File: src/rtl/drv_imp_pkg.sv
// Shared types for the output driver impedance sequencer.
// Assumes: code 0 is minimum impedance and all ones is maximum impedance.
package drv_imp_pkg;
    // Direction chosen for the next step of the applied code.
    typedef enum logic [1:0] {
        DIR_HOLD = 2'd0,
        DIR_UP   = 2'd1,
        DIR_DOWN = 2'd2
    } step_dir_t;
endpackage

File: src/rtl/drv_imp_target.sv
// Effective target register: substitutes the maximum-impedance code when
// the reference pin is open or tied high, and registers the result so that
// the stepper works from a stable target.
// Assumes: the inputs are synchronous to clk.
module drv_imp_target #(
    parameter int CODE_W = 6
) (
    input  logic              clk,
    input  logic              rst_n,
    input  logic [CODE_W-1:0] target_code,
    input  logic              ref_open,
    input  logic              ref_high,
    output logic [CODE_W-1:0] tgt_q
);
    localparam logic [CODE_W-1:0] MAX_CODE = {CODE_W{1'b1}};

    logic [CODE_W-1:0] tgt_d;

    // Pick the forced maximum code when the reference is unusable.
    always_comb begin
        if (ref_open || ref_high) begin
            tgt_d = MAX_CODE;
        end else begin
            tgt_d = target_code;
        end
    end

    // Register the effective target; clears to minimum impedance.
    always_ff @(posedge clk) begin
        if (!rst_n) begin
            tgt_q <= '0;
        end else begin
            tgt_q <= tgt_d;
        end
    end
endmodule

File: src/rtl/drv_imp_slew.sv
// Slew divider: lets one step through for every STEP_DIV update
// opportunities seen while the code differs from the target. The count
// clears whenever the code matches the target.
// Assumes: STEP_DIV >= 1.
module drv_imp_slew #(
    parameter int STEP_DIV = 64
) (
    input  logic clk,
    input  logic rst_n,
    input  logic opp,
    input  logic match,
    output logic step_ok
);
    localparam int DIV_W = (STEP_DIV > 1) ? $clog2(STEP_DIV) : 1;

    generate
        if (STEP_DIV == 1) begin : g_nodiv
            // Every opportunity steps when no division is asked for.
            always_comb begin
                step_ok = opp && !match;
            end
        end else begin : g_div
            localparam logic [DIV_W-1:0] LAST = DIV_W'(STEP_DIV - 1);
            logic [DIV_W-1:0] cnt_q;

            // Step on the last opportunity of each divider period.
            always_comb begin
                step_ok = opp && !match && (cnt_q == LAST);
            end

            // Count opportunities while mismatched; clear on match.
            always_ff @(posedge clk) begin
                if (!rst_n || match) begin
                    cnt_q <= '0;
                end else if (opp) begin
                    if (cnt_q == LAST) begin
                        cnt_q <= '0;
                    end else begin
                        cnt_q <= cnt_q + DIV_W'(1);
                    end
                end
            end
        end
    endgenerate
endmodule

File: src/rtl/drv_imp_stepper.sv
// Code stepper: compares the applied code with the target, reports a match
// and moves the code by one toward the target when a step is allowed.
// Assumes: step_en is only raised while match is low.
module drv_imp_stepper
    import drv_imp_pkg::*;
#(
    parameter int CODE_W = 6
) (
    input  logic              clk,
    input  logic              rst_n,
    input  logic [CODE_W-1:0] tgt_q,
    input  logic              step_en,
    output logic [CODE_W-1:0] code_q,
    output logic              match
);
    step_dir_t dir;

    // Decide the step direction from the code/target comparison.
    always_comb begin
        if (tgt_q > code_q) begin
            dir = DIR_UP;
        end else if (tgt_q < code_q) begin
            dir = DIR_DOWN;
        end else begin
            dir = DIR_HOLD;
        end
        match = (dir == DIR_HOLD);
    end

    // Apply one step when allowed; reset to minimum impedance.
    always_ff @(posedge clk) begin
        if (!rst_n) begin
            code_q <= '0;
        end else if (step_en) begin
            case (dir)
                DIR_UP:   code_q <= code_q + CODE_W'(1);
                DIR_DOWN: code_q <= code_q - CODE_W'(1);
                default:  code_q <= code_q;
            endcase
        end
    end
endmodule

File: src/rtl/drv_imp_seq.sv
// Output driver impedance update sequencer (top). Merges the undriven
// indications into one update opportunity, registers the effective target,
// divides opportunities into steps and walks the applied code.
// Assumes: UPDATES_FULL >= 2**CODE_W; all inputs synchronous to clk.
module drv_imp_seq #(
    parameter int CODE_W       = 6,
    parameter int UPDATES_FULL = 4096
) (
    input  logic              clk,
    input  logic              rst_n,
    input  logic [CODE_W-1:0] target_code,
    input  logic              ref_open,
    input  logic              ref_high,
    input  logic              wr_cycle,
    input  logic              desel_cycle,
    input  logic              oe_off,
    output logic [CODE_W-1:0] drv_code,
    output logic              done
);
    localparam int STEP_DIV = UPDATES_FULL >> CODE_W;

    logic [CODE_W-1:0] tgt_q;
    logic              opp;
    logic              match;
    logic              step_ok;

    // Any undriven cycle is an opportunity to retune the drivers.
    always_comb begin
        opp = wr_cycle || desel_cycle || oe_off;
    end

    drv_imp_target #(.CODE_W(CODE_W)) u_target (
        .clk         (clk),
        .rst_n       (rst_n),
        .target_code (target_code),
        .ref_open    (ref_open),
        .ref_high    (ref_high),
        .tgt_q       (tgt_q)
    );

    drv_imp_slew #(.STEP_DIV(STEP_DIV)) u_slew (
        .clk     (clk),
        .rst_n   (rst_n),
        .opp     (opp),
        .match   (match),
        .step_ok (step_ok)
    );

    drv_imp_stepper #(.CODE_W(CODE_W)) u_stepper (
        .clk     (clk),
        .rst_n   (rst_n),
        .tgt_q   (tgt_q),
        .step_en (step_ok),
        .code_q  (drv_code),
        .match   (match)
    );

    // Report convergence to the effective target.
    always_comb begin
        done = match;
    end
endmodule

File: config.mk
export PLATFORM = sky130hd
export DESIGN_NAME = drv_imp_seq
export DESIGN_NICKNAME = d
export VERILOG_FILES = /design/src/rtl/drv_imp_pkg.sv /design/src/rtl/drv_imp_target.sv /design/src/rtl/drv_imp_slew.sv /design/src/rtl/drv_imp_stepper.sv /design/src/rtl/drv_imp_seq.sv
export SDC_FILE = /design/constraint.sdc
export NUM_CORES = 1
export LEC_CHECK = 0
export ABC_AREA = 1
export CELL_PAD_IN_SITES_DETAIL_PLACEMENT = 0
export CELL_PAD_IN_SITES_GLOBAL_PLACEMENT = 1
export CORE_MARGIN = 10
export CORE_UTILIZATION = 39
export DETAILED_ROUTE_END_ITERATION = 10
export DONT_BUFFER_PORTS = 1
export PLACE_DENSITY_LB_ADDON = 0.2
export SYNTH_ARGS = -nofsm -noshare
export SYNTH_HDL_FRONTEND = slang
export SYNTH_SLANG_ARGS = --single-unit
File: constraint.sdc
create_clock -name clk -period 2.8 [get_ports clk]
set_input_delay 0.56 -clock clk [delete_from_list [all_inputs] [get_ports clk]]
set_output_delay 0.56 -clock clk [all_outputs]
set_load 0.02 [all_outputs]
==> metrics, run 1 <==
run status finished, final reports clean; share of cells above drive strength 1 0.112; number of vias per cell after detailed routing 4.80; # rows 19; Setup-failing EPs final 0; series of cell instances along the critical path inv_1, ha_1, nand2_1, nand2_1, nand2_1, inv_1, nor2_1, ha_1, or2_2, nand3_1, nand2_1, nand2_1, nand2_1, nor2_4, nand2_1, nand2_1, nor2_1; YS warnings 0; arrival time at the worst endpoint 2550 ps; Initial Utilization 0.399; clock buffers created by TritonCTS 3; first drt pass iteration count 4; CTS Hold Buffers Added 0; instance area after placement 1170 sq um; post-route clock period utilization 0.836; worst setup path endpoint u_stepper.code_q[5]; setup repair after global routing missed its margin false; Least-Margin Pin Slew roughly 380 ps; number of violations reported at the end of detailed-routing iteration 0 6; number of port buffers 0; endpoints failing hold 0; cell count of the worst reg-to-reg path 17; pre-CTS setup slack 458 ps; path class of the lowest-slack min-delay path primary input to flip-flop; residual antenna-violating net count after detailed routing 0; Die Outline Area 5280 sq um; count of inserted antenna diode cells 0; Largest stage delay, worst path about 350 ps; area of the mapped netlist 1080 sq um; endpoint of the worst register-to-register path u_stepper.code_q[5]; number of DRC violations after detailed routing 0; Seq cells post-synth 18; number of filler cells placed in the layout 289; global-route wire length before repair 3740 microns; post-layout min period 2340 ps; post-layout net count 187; Final Util 0.446; worst setup skew after layout 5.44 ps; Max-slew headroom 0.748; final routed wire length divided by cell count 11.9 microns; Critical Path Most Common Cell sky130_fd_sc_hd__nand2_1; static leakage power 0.606 nW; cell area power density 417 nW/um^2; clock-pin transition on the worst setup and hold timing paths 110 ps; Std-Cell Core Area 2710 sq um; pin count of the biggest net entering global routing 11; largest delay contributor family on the critical path simple AND/OR/NAND/NOR gates; accumulated negative setup slack 0 ps; antenna violations before repair 0; Worst IR Drop VDD 0.000217 V; category of the worst setup path launch point flip-flop; clock insertion delay at the later pin of the skew report 300 ps; net count after synthesis 175; Crit. End Element flip-flop; worst setup slack for register-to-register paths 460 ps; number of distinct standard cells referenced by the synthesized netlist 21; crit path buf inv count 2; Worst Path Max Fanout 5; total count of max-transition violations in the final report 0; setup slack of the critical path after layout 458 ps; clock tree root buffer cell sky130_fd_sc_hd__clkbuf_4; proportion of synthesized chip area in sequential cells 0.333; maximum operating frequency 427 MHz; CP max-delay cell sky130_fd_sc_hd__dfxtp_1; post-CTS setup buffer count 0; average cell area after synthesis 7.22 sq um; post-route cell area 1210 sq um; via count of the first global-routing pass 878; number of instances in the synthesized netlist 150; wire length after detailed routing 2290 microns; worst r2r src u_stepper.code_q[1]; overall fraction of global-route tracks in use 0.0886; H-tree level count 1; gpl congestion roughly 0.83; CP Depth 17; start-to-end type of the worst setup path flip-flop to flip-flop; overall die height 72.7 microns; count of boundary I/O pins 20; Die W 72.7 microns; routed via count 921; clock tree from TritonCTS done; number of gates given a new drive strength after cts 0; CP required 3010 ps; global route overflow 0; number of buffers between clock root and the deepest sink 2; Area Overhead vs Synth 11.8%; critical path startpoint u_stepper.code_q[1]; count of max-cap constraint violations 0; total number of clock tree sinks 18; estimated wirelength of the detail-placed design 1920 microns
[power breakdown]
part / leakage (nW) / switching, mW / internal, mW
Combinational: 0.437 / 0.0408 / 0.0282
Clock: 0.0210 / 0.0844 / 0.0793
Sequential: 0.148 / 0.00562 / 0.266
[through the flow]
| stage | power, mW | hold slack [ps] | std cells |
|---|---|---|---|
| floorplan | 0.332 | 461 | 150 |
| global placement | 0.347 | 475 | 188 |
| detailed placement | 0.347 | 471 | 188 |
| CTS | 0.510 | 364 | 192 |
| global route | 0.530 | 369 | 192 |
| finish | 0.504 | 369 | 192 |
[layout by cell type, fill, tap and decap left out, types with 3 or more instances in the layout]
master	Yosys	layout
sky130_fd_sc_hd__a21oi_1	20	20
sky130_fd_sc_hd__o21ai_0	3	3
sky130_fd_sc_hd__inv_1	26	26
sky130_fd_sc_hd__nand2_1	37	37
sky130_fd_sc_hd__nor3_1	4	4
sky130_fd_sc_hd__nor2_1	11	11
sky130_fd_sc_hd__dfxtp_1	18	18
sky130_fd_sc_hd__buf_4	0	7
sky130_fd_sc_hd__ha_1	11	11
sky130_fd_sc_hd__clkbuf_4	0	3
sky130_fd_sc_hd__nand3_1	4	4
[how the worst min path moves through the flow]
stage / start / to / depth (start not counted)
6_report: rst_n / u_stepper.code_q[5] / 2
5_1_grt: rst_n / u_stepper.code_q[5] / 2
4_1_cts: rst_n / u_stepper.code_q[5] / 2
3_5_place_dp: u_stepper.code_q[3] / u_stepper.code_q[3] / 2
3_3_place_gp: u_stepper.code_q[3] / u_stepper.code_q[3] / 2
2_1_floorplan: u_slew.g_div.cnt_q[1] / u_slew.g_div.cnt_q[1] / 2
[state kept, by name, indices dropped and copies added (netlist names)]
register / flops
u_stepper.code_q: 6
u_slew.g_div.cnt_q: 6
u_target.tgt_q: 6
[synth_stat cells, drive strengths merged]
cell | count | area share
fa | 1 | 0.018
xor2 | 2 | 0.016
a21oi | 20 | 0.092
xnor2 | 2 | 0.016
or2 | 1 | 0.0058
nand3 | 5 | 0.028
o21a | 2 | 0.014
o21ai | 3 | 0.014
dfxtp | 18 | 0.33
nor3 | 5 | 0.034
nor2 | 12 | 0.049
ha | 11 | 0.13
inv | 26 | 0.090
nor4 | 1 | 0.0058
o211ai | 1 | 0.0069
nand2 | 40 | 0.15
[worst reg2reg max path, stage by stage (launching register included)]
cell and delay [ps]:
sky130_fd_sc_hd__dfxtp_1 350, sky130_fd_sc_hd__inv_1 90, sky130_fd_sc_hd__ha_1 320, sky130_fd_sc_hd__nand2_1 70, sky130_fd_sc_hd__nand2_1 50, sky130_fd_sc_hd__nand2_1 90, sky130_fd_sc_hd__inv_1 50, sky130_fd_sc_hd__nor2_1 120
sky130_fd_sc_hd__ha_1 300, sky130_fd_sc_hd__or2_2 310, sky130_fd_sc_hd__nand3_1 90, sky130_fd_sc_hd__nand2_1 50, sky130_fd_sc_hd__nand2_1 70, sky130_fd_sc_hd__nand2_1 80, sky130_fd_sc_hd__nor2_4 90, sky130_fd_sc_hd__nand2_1 50
sky130_fd_sc_hd__nand2_1 50, sky130_fd_sc_hd__nor2_1 30
[metal layers]
layer  GRT usage  up-vias  part of all wire
li1            -      500                 -
met4      0.0380        0             0.014
met1      0.0868      403              0.42
met5           0        -                 0
met3      0.0354        4             0.071
met2       0.160       14              0.49
[cells by family (layout without fill, tap and decap cells)]
| logic type | count (synthesis) | in the layout | synth area share |
|---|---|---|---|
| compound gates | 26 | 26 | 0.127 |
| xor+xnor | 4 | 4 | 0.0324 |
| fa+ha+maj | 12 | 12 | 0.146 |
| buf+inv | 26 | 37 | 0.0902 |
| flops | 18 | 18 | 0.333 |
| simple gates | 64 | 64 | 0.272 |
[cell type report]
type / count / area [sq um] / area share
multi-input cells: 106 / 624 / 0.516
flip-flops and latches: 18 / 360 / 0.298
inverters: 26 / 97.6 / 0.0807
repair buffers: 7 / 52.6 / 0.0434
well taps: 31 / 38.8 / 0.0321
clock buffers: 4 / 36.3 / 0.0300
No activity file was read; power rests on OpenSTA's default activity.
==> run 2: changes to the inputs <==
- clock period: 2.8 -> 2.4 ns (I/O delays scaled with it)
==> run 2 against run 1 <==
Against the previous run: global-route usage grew 0.85 points; total power up 23%; via count up 4.3%; core utilization increased by 5.5 points; die area stayed put; sequential power up 17%; clock power grew 17%; fmax increased by 3.6%; count of clock-buffer cells in the layout unchanged; largest power group unchanged.
==> metrics, run 2 (synthesized netlist as in run 1, its figures left out) <==
antenna violations before repair 0 (unchanged); clock-pin transition on the worst setup and hold timing paths 110 ps (about the same); Die W 72.7 microns (unchanged); arrival time at the worst endpoint 2470 ps (-80 ps); count of inserted antenna diode cells 0 (unchanged); commonest cells after routing, fill and taps aside sky130_fd_sc_hd__nand2_1 (31), sky130_fd_sc_hd__inv_1 (23), sky130_fd_sc_hd__a21oi_1 (19); Worst IR Drop VDD 0.000245 V (+13%); clock tree from TritonCTS done; category of the worst setup path launch point flip-flop; Largest stage delay, worst path 340 ps (about the same); Max-slew headroom 0.763 (+0.0145); gpl congestion 0.818 (-1.6%); final routed wire length divided by cell count 12.5 microns (+4.7%); largest registers ranked by flip-flop count u_slew.g_div.cnt_q: 6 flops, u_stepper.code_q: 6 flops, u_target.tgt_q: 6 flops; series of cell instances along the critical path inv_1, ha_4, a21oi_1, nand2_2, nor2_4, ha_4, or2_2, nand3_1, nand2_1, nand2_1, nand2_2, nor2_4, nand2_1, nand2_1, nor2_1; clock insertion delay at the later pin of the skew report 300 ps (about the same); residual antenna-violating net count after detailed routing 0 (unchanged); number of filler cells placed in the layout 278 (-3.8%); post-layout net count 191 (+2.1%); CP required 2610 ps (-400 ps); total number of clock tree sinks 18 (unchanged); number of violations reported at the end of detailed-routing iteration 0 24 (+18); post-layout min period 2260 ps (-80.6 ps); Std-Cell Core Area 2710 sq um (unchanged); Crit. End Element flip-flop; total count of max-transition violations in the final report 0 (unchanged); pin count of the biggest net entering global routing 11 (unchanged); global route overflow 0 (unchanged); worst setup slack for register-to-register paths 140 ps (-320 ps); Initial Utilization 0.399 (unchanged); number of port buffers 0 (unchanged); Critical Path Most Common Cell sky130_fd_sc_hd__nand2_1; count of boundary I/O pins 20 (unchanged); crit path buf inv count 1 (-1); first drt pass iteration count 2 (-2); post-route clock period utilization 0.942 (+0.106); start-to-end type of the worst setup path flip-flop to flip-flop; Setup-failing EPs final 0 (unchanged); estimated wirelength of the detail-placed design 1980 microns (+2.8%); number of DRC violations after detailed routing 0 (unchanged); final std cells w/o fill 196 (+2.1%); path class of the lowest-slack min-delay path primary input to flip-flop; number of buffers between clock root and the deepest sink 2 (unchanged); run status finished, final reports clean; routed via count 961 (+4.3%); overall die height 72.7 microns (unchanged); CP max-delay cell sky130_fd_sc_hd__dfxtp_2; cell area power density 456 nW/um^2 (+9.4%); maximum operating frequency 442 MHz (+3.6%); post-route worst hold slack 276 ps (-92.5 ps); # rows 19 (unchanged); most frequent standard cell in the layout excluding fill and tap cells sky130_fd_sc_hd__nand2_1; worst setup skew after layout 3.92 ps (-1.52 ps); number of placed instances with taps included 189 (+0.53%); count of max-cap constraint violations 0 (unchanged); wire length after detailed routing 2450 microns (+6.8%); largest delay contributor family on the critical path simple AND/OR/NAND/NOR gates; share of cells above drive strength 1 0.273 (+0.161); endpoints failing hold 0 (unchanged); Area Overhead vs Synth 25.7%; number of vias per cell after detailed routing 4.90 (+2.2%); accumulated negative setup slack 0 ps (unchanged); Least-Margin Pin Slew 355 ps (-21.7 ps); overall fraction of global-route tracks in use 0.0971 (+0.00852); Worst Path Max Fanout 4 (-1); Die Outline Area 5280 sq um (unchanged); static leakage power 0.630 nW (+3.9%); clock buffers created by TritonCTS 3 (unchanged); global-route wire length before repair 4110 microns (+10%); via count of the first global-routing pass 934 (+6.4%); clock tree root buffer cell sky130_fd_sc_hd__clkbuf_4; H-tree level count 1 (unchanged)
[run 2: per-stage QoR]
step,setup WS [ps],utilization,power (mW),area [sq um]
5_1_grt,-12.2,0.502,0.661,1360
3_3_place_gp,63.3,0.439,0.406,1190
3_5_place_dp,8.18,0.439,0.408,1190
2_1_floorplan,34.5,-,0.388,1090
6_report,139,0.502,0.620,1360
4_1_cts,38.4,0.454,0.608,1230
[run 2: final cells by class]
type,instances,area [sq um],share of cell area
inverters,26,97.6,0.0718
well taps,31,38.8,0.0285
flip-flops and latches,18,367,0.270
clock buffers,4,36.3,0.0267
multi-input cells,106,738,0.543
repair buffers,11,82.6,0.0607
[run 2: path summary, 6_finish.rpt]
check | from | to | depth (start not counted)
worst max register to register | u_stepper.code_q[5] | u_stepper.code_q[5] | 15
worst min register to register | u_slew.g_div.cnt_q[0] | u_slew.g_div.cnt_q[0] | 2
worst min-delay path | rst_n | u_stepper.code_q[5] | 2
worst max-delay path | u_stepper.code_q[5] | u_stepper.code_q[5] | 15
[run 2: repair_timing]
| action | CTS | global route |
|---|---|---|
| setup endpoints to repair | 1 | 3 |
| hold endpoints to repair | 0 | 0 |
| pin swaps | 0 | 8 |
| gates resized for setup | 1 | 18 |
| setup buffers | 0 | 3 |
| hold buffers | 0 | 0 |
[run 2: power breakdown]
| group | internal (mW) | leakage (nW) | switching [mW] |
|---|---|---|---|
| clock | 0.0925 | 0.0210 | 0.0998 |
| combinational | 0.0511 | 0.458 | 0.0583 |
| sequential | 0.310 | 0.150 | 0.00815 |
[run 2: routing by layer]
| layer | vias up | global-route usage | part of all wire |
|---|---|---|---|
| met4 | 0 | 0.0316 | 0.012 |
| met3 | 4 | 0.0327 | 0.055 |
| met2 | 12 | 0.169 | 0.53 |
| li1 | 510 | - | - |
| met5 | - | 0 | 0 |
| met1 | 435 | 0.108 | 0.40 |
